--- src/rtl/drumScanPkg.sv ---
package drumScanPkg;

  // Positions spent on each parameter slot: low read, high read, two repeats.
  localparam int SLOT_POS = 4;

  // Strobes that pass from the control module to the datapath.
  typedef struct packed {
    logic capLo;    // latch the low nibble
    logic capHi;    // capture the high nibble and issue the load
    logic kitLoad;  // rising edge of the kit trigger was seen
  } scanStrobes_t;

endpackage

--- src/rtl/drumScanCtrl.sv ---
module drumScanCtrl
  import drumScanPkg::*;
#(
  parameter int VOICES = 5,
  parameter int PARAMS = 8,
  localparam int PIDX_W = $clog2(VOICES * PARAMS),
  localparam int SEL_W  = $clog2(PARAMS),
  localparam int VSEL_W = PIDX_W - SEL_W
) (
  input  logic              clk,
  input  logic              rst,
  input  logic              tick,
  input  logic              kitTrig,
  output logic [PIDX_W-1:0] paramIdx,
  output logic              nibSel,
  output logic [SEL_W-1:0]  paramSel,
  output logic [VOICES-1:0] voiceEnN,
  output scanStrobes_t      strobes
);

  localparam int SCAN_LEN = VOICES * PARAMS * SLOT_POS;
  localparam int PH_W     = $clog2(SLOT_POS);
  localparam int CTR_W    = PIDX_W + PH_W;
  localparam logic [CTR_W-1:0] LAST_POS = CTR_W'(SCAN_LEN - 1);
  localparam logic [PH_W-1:0]  PH_LO    = PH_W'(0);
  localparam logic [PH_W-1:0]  PH_HI    = PH_W'(1);
  localparam logic [PH_W-1:0]  PH_DRIVE = PH_W'(SLOT_POS - 1);

  logic [CTR_W-1:0]  scanPos;
  logic [CTR_W-1:0]  scanPosNext;
  logic [PH_W-1:0]   slotPhase;
  logic [PH_W-1:0]   nextPhase;
  logic [VSEL_W-1:0] nextVoice;
  logic              trigPrev;

  // The wrap is an explicit compare because the scan length is not a power of two.
  always_comb begin
    scanPosNext = (scanPos == LAST_POS) ? '0 : scanPos + 1'b1;
  end

  always_ff @(posedge clk) begin
    if (rst) begin
      scanPos <= '0;
    end else if (tick) begin
      scanPos <= scanPosNext;
    end
  end

  assign slotPhase = scanPos[PH_W-1:0];
  assign nextPhase = scanPosNext[PH_W-1:0];
  assign nextVoice = scanPosNext[CTR_W-1:PH_W+SEL_W];

  // Address fields. Phase bit 1 is deliberately left out of the address.
  assign paramIdx = scanPos[CTR_W-1:PH_W];
  assign nibSel   = scanPos[0];
  assign paramSel = scanPos[PH_W+SEL_W-1:PH_W];

  // Voice enables are registered so that they open one position after the load.
  for (genvar v = 0; v < VOICES; v++) begin : gVoiceEn
    always_ff @(posedge clk) begin
      if (rst) begin
        voiceEnN[v] <= 1'b1;
      end else if (tick) begin
        voiceEnN[v] <= !((nextPhase == PH_DRIVE) && (nextVoice == VSEL_W'(v)));
      end
    end
  end

  always_ff @(posedge clk) begin
    if (rst) begin
      trigPrev <= 1'b0;
    end else begin
      trigPrev <= kitTrig;
    end
  end

  always_comb begin
    strobes.capLo   = !rst && tick && (slotPhase == PH_LO);
    strobes.capHi   = !rst && tick && (slotPhase == PH_HI);
    strobes.kitLoad = !rst && kitTrig && !trigPrev;
  end

endmodule

--- src/rtl/drumScanData.sv ---
module drumScanData
  import drumScanPkg::*;
#(
  parameter int NIB_W = 4,
  parameter int KIT_W = 3,
  localparam int VAL_W = 2 * NIB_W
) (
  input  logic             clk,
  input  logic             rst,
  input  scanStrobes_t     strobes,
  input  logic [NIB_W-1:0] memData,
  input  logic [KIT_W-1:0] kitBits,
  output logic [VAL_W-1:0] dacValue,
  output logic             dacLoad,
  output logic [KIT_W-1:0] kitCode
);

  logic [NIB_W-1:0] loNib;

  always_ff @(posedge clk) begin
    if (rst) begin
      loNib <= '0;
    end else if (strobes.capLo) begin
      loNib <= memData;
    end
  end

  always_ff @(posedge clk) begin
    if (rst) begin
      dacValue <= '0;
    end else if (strobes.capHi) begin
      dacValue <= {memData, loNib};
    end
  end

  always_ff @(posedge clk) begin
    if (rst) begin
      dacLoad <= 1'b0;
    end else begin
      dacLoad <= strobes.capHi;
    end
  end

  always_ff @(posedge clk) begin
    if (rst) begin
      kitCode <= '0;
    end else if (strobes.kitLoad) begin
      kitCode <= kitBits;
    end
  end

endmodule

--- src/rtl/drumScanSeq.sv ---
module drumScanSeq
  import drumScanPkg::*;
#(
  parameter int PROG_W = 3,
  parameter int KIT_W  = 3,
  parameter int NIB_W  = 4,
  parameter int VOICES = 5,
  parameter int PARAMS = 8,
  localparam int PIDX_W = $clog2(VOICES * PARAMS),
  localparam int SEL_W  = $clog2(PARAMS),
  localparam int ADDR_W = PROG_W + PIDX_W + 1,
  localparam int VAL_W  = 2 * NIB_W
) (
  input  logic              clk,
  input  logic              rst,
  input  logic              tick,
  input  logic [PROG_W-1:0] progSel,
  input  logic [NIB_W-1:0]  memData,
  input  logic [KIT_W-1:0]  kitBits,
  input  logic              kitTrig,
  output logic [ADDR_W-1:0] memAddr,
  output logic [VAL_W-1:0]  dacValue,
  output logic              dacLoad,
  output logic [SEL_W-1:0]  paramSel,
  output logic [VOICES-1:0] voiceEnN,
  output logic [KIT_W-1:0]  kitCode
);

  scanStrobes_t      strobes;
  logic [PIDX_W-1:0] paramIdx;
  logic              nibSel;

  drumScanCtrl #(
    .VOICES(VOICES),
    .PARAMS(PARAMS)
  ) ctrl (
    .clk      (clk),
    .rst      (rst),
    .tick     (tick),
    .kitTrig  (kitTrig),
    .paramIdx (paramIdx),
    .nibSel   (nibSel),
    .paramSel (paramSel),
    .voiceEnN (voiceEnN),
    .strobes  (strobes)
  );

  drumScanData #(
    .NIB_W(NIB_W),
    .KIT_W(KIT_W)
  ) data (
    .clk      (clk),
    .rst      (rst),
    .strobes  (strobes),
    .memData  (memData),
    .kitBits  (kitBits),
    .dacValue (dacValue),
    .dacLoad  (dacLoad),
    .kitCode  (kitCode)
  );

  assign memAddr = {progSel, paramIdx, nibSel};

endmodule

--- config.mk ---
export PLATFORM = sky130hd
export DESIGN_NAME = drumScanSeq
export DESIGN_NICKNAME = d
export VERILOG_FILES = /design/src/rtl/drumScanPkg.sv /design/src/rtl/drumScanCtrl.sv /design/src/rtl/drumScanData.sv /design/src/rtl/drumScanSeq.sv
export SDC_FILE = /design/constraint.sdc
export NUM_CORES = 1
export LEC_CHECK = 0
export ABC_AREA = 1
export BUFFER_PORTS_ARGS = -buffer_cell sky130_fd_sc_hd__buf_4
export CAP_MARGIN = 25
export CORE_ASPECT_RATIO = 1.5
export CORE_UTILIZATION = 57
export CTS_BUF_LIST = sky130_fd_sc_hd__clkbuf_4 sky130_fd_sc_hd__clkbuf_8
export CTS_CLUSTER_DIAMETER = 100
export CTS_CLUSTER_SIZE = 8
export DETAILED_ROUTE_END_ITERATION = 10
export PLACE_DENSITY = 0.87
export SETUP_SLACK_MARGIN = 0.1
export SYNTH_ARGS = -nofsm -noshare
export SYNTH_HDL_FRONTEND = slang
export SYNTH_SLANG_ARGS = --single-unit
--- constraint.sdc ---
create_clock -name clk -period 2.46 [get_ports clk]
set_clock_uncertainty 0.1 [all_clocks]
set_input_delay 0.246 -clock clk [delete_from_list [all_inputs] [get_ports clk]]
set_output_delay 0.246 -clock clk [all_outputs]
set_load 0.03 [all_outputs]
==> impl_metrics.tcl <==
set metrics [dict create \
    avgRoutedWirePerCell_um 11.22 \
    fin_hold_ws_ns 0.02727 \
    hold_path_class "in2reg" \
    cts_made_buffers 5 \
    ys_warn_count 0 \
    hold_buffers 0 \
    clock-sinks 30 \
    grt-ovfl-total 0 \
    start_util_pct 59.76 \
    worst_slew_pin_slew_ns 0.3465 \
    dieHeight_um 63.72 \
    remaining_drc_errors 0 \
    cts_setup_buffers 0 \
    synth_enable_flop_cells 0 \
    grt_pass1_vias 1192 \
    fin_cells 240 \
    power_density_nw_per_um2 572.2 \
    grt_antenna_before_repair 0 \
    syn_to_final_growth_pct 14.87 \
    rsz0062_at_grt "no" \
    synthTopCellsByCount "52 x nand2_1, 30 x dfxtp_1, 14 x inv_1" \
    layout-drive-gt1-share_pct 28.24 \
    clk_latency_ns 0.32 \
    relSlewSlack_pct 76.85 \
    vias 1255 \
    dp.cells 233 \
    setup_tns_ns 0 \
    synth.area.top_cells "dfxtp_1 41%, nand2_1 13%, buf_4 6.7%" \
    drt_wl_total_mm 2.693 \
    post_drt_via_cell_ratio 5.229 \
    dr.pass1.iters 5 \
    ys_types 24 \
    ant_nets 0 \
    netlist_area_um2 1448 \
    cts_tree "yes" \
    period_needed_ns 1.569 \
    synth_flop_cell "dfxtp_1" \
    root_buffer "clkbuf_4" \
    ys_seq_elements 30 \
    synth_top_cell_by_area "dfxtp_1" \
    clkTransAtPathRegs_ns 0.09 \
    grt_use_total_pct 22.73 \
    die_w_um 43.15 \
    maxSlewViolCount 0 \
    worstPathMaxFanout 6 \
    gp_congestion 0.9190 \
    grt_pass1_wl_mm 4.836 \
    yosysMostFrequentCell "nand2_1" \
    ys_async_sr_fraction_pct 0 \
    critical_path.endpoint_type "register" \
    min_period_over_period_pct 63.78 \
    htree_levels 2 \
    clockBufferDepth 2 \
    die_area_um2 2749 \
    ir_drop_v 0.0004982 \
    synth_top_area_share_pct 41.49 \
    grt_max_degree 22 \
    coreArea_um2 2422 \
    drt_iter0_drc 40 \
    p_leak_uw 0.0007456 \
    final_nets 234 \
    outcome "finished, final reports clean" \
    setup_viol 0 \
    portBuffers 37 \
    cp.required_ns 2.58 \
    num_rows 22 \
    avgSynthCellArea_um2 7.540 \
    syn_inst 192 \
    start_kind "register" \
    maxCapViolCount 0 \
    top_level_ports 44 \
    fmax_mhz 637.3 \
    worstSetupPathType "reg2reg" \
    critPathArrivalTime_ns 1.68 \
    syn_nets 210 \
    antenna_cells 0 \
    cts-resized-gates 0 \
    seq_area_frac_synth_pct 41.49 \
    dpl.hpwl_mm 1.999 \
    finalHoldViolations 0 \
]
==> cells by family after synthesis <==
| family | synth area share (%) |
|---|---|
| and+or+nand+nor | 27.57 |
| AOI/OAI and AO/OA | 12.71 |
| adders and majority gates | 3.457 |
| xor gates and xnor gates | 0.6051 |
| buffers and inverters | 14.17 |
| DFF | 41.49 |
==> per-layer routing <==
layer / wire length (um) / global-route usage (%) / vias to the layer above / share of wire (%)
met5: 0 / 0 / - / 0
met4: 55 / 12.88 / 0 / 2.0
met3: 144 / 5.158 / 6 / 5.3
met2: 1358 / 38.25 / 45 / 50
met1: 1134 / 25.31 / 558 / 42
li1: - / - / 646 / -
==> final timing paths <==
| check | end | slack, ns | depth (start not counted) | startpoint |
|---|---|---|---|---|
| worst max-delay path | ctrl.voiceEnN[2] | 0.89 | 8 | ctrl.scanPos[0] |
| worst max register to register | ctrl.voiceEnN[2] | 0.89 | 8 | ctrl.scanPos[0] |
| worst min-delay path | data.kitCode[0] | 0.03 | 3 | kitBits[0] |
| worst min register to register | data.dacValue[3] | 0.36 | 2 | data.loNib[3] |
==> state kept, by name, summed over array words and instances (netlist names) <==
signal,count
ctrl.scanPos,8
ctrl.trigPrev,1
ctrl.voiceEnN,5
data.dacLoad,1
data.dacValue,8
data.kitCode,3
data.loNib,4
==> critical path: stages, from the launching register on <==
cell     delay [ns]
dfxtp_1        0.42
ha_1           0.24
nand3_1        0.10
nor2_1         0.15
nand2_1        0.09
a21oi_1        0.17
nand3_1        0.09
nand2_1        0.06
nand2_1        0.04
==> layout make-up <==
| cell class | instances | area [um^2] |
|---|---|---|
| Fill cell | 212 | 759.5 |
| Multi-Input combinational cell | 126 | 641.9 |
| Sequential cell | 30 | 600.6 |
| Timing Repair Buffer | 37 | 277.8 |
| Inverter | 16 | 60.06 |
| Clock buffer | 7 | 52.55 |
| Tap cell | 24 | 30.03 |
==> power breakdown <==
| part | switching [uW] | internal, uW | total [uW] |
|---|---|---|---|
| Clock | 150 | 130 | 279 |
| Combinational | 92.2 | 54.2 | 146 |
| Sequential | 17.1 | 509 | 526 |
| Total | 259 | 692 | 952 |
==> placed cells by master (no fill, tap or decap), types with 2 or more instances in the layout <==
cell / synthesis / routed
nor2_4: 2 / 2
nor2_1: 11 / 11
inv_2: 2 / 2
nor2_2: 3 / 3
dfxtp_1: 30 / 30
clkbuf_4: 0 / 7
nand3_2: 4 / 4
nand2_2: 3 / 3
nand2_1: 52 / 52
buf_4: 13 / 37
inv_1: 14 / 14
o21ai_1: 9 / 9
o21ai_0: 12 / 12
a21oi_1: 12 / 12
ha_1: 4 / 4
nand3_1: 7 / 7
==> per-stage QoR <==
step,total power (uW),worst slack (ns),cell area [um^2],utilization [%]
floorplan,651.4,1.072,1448,-
global placement,679.4,1.006,1610,66.48
detailed placement,683.8,0.9243,1610,66.48
CTS,961.7,0.8975,1663,68.65
global route,997.6,0.7195,1663,68.65
finish,951.5,0.8910,1663,68.65
(Power assumes the default switching activity.)
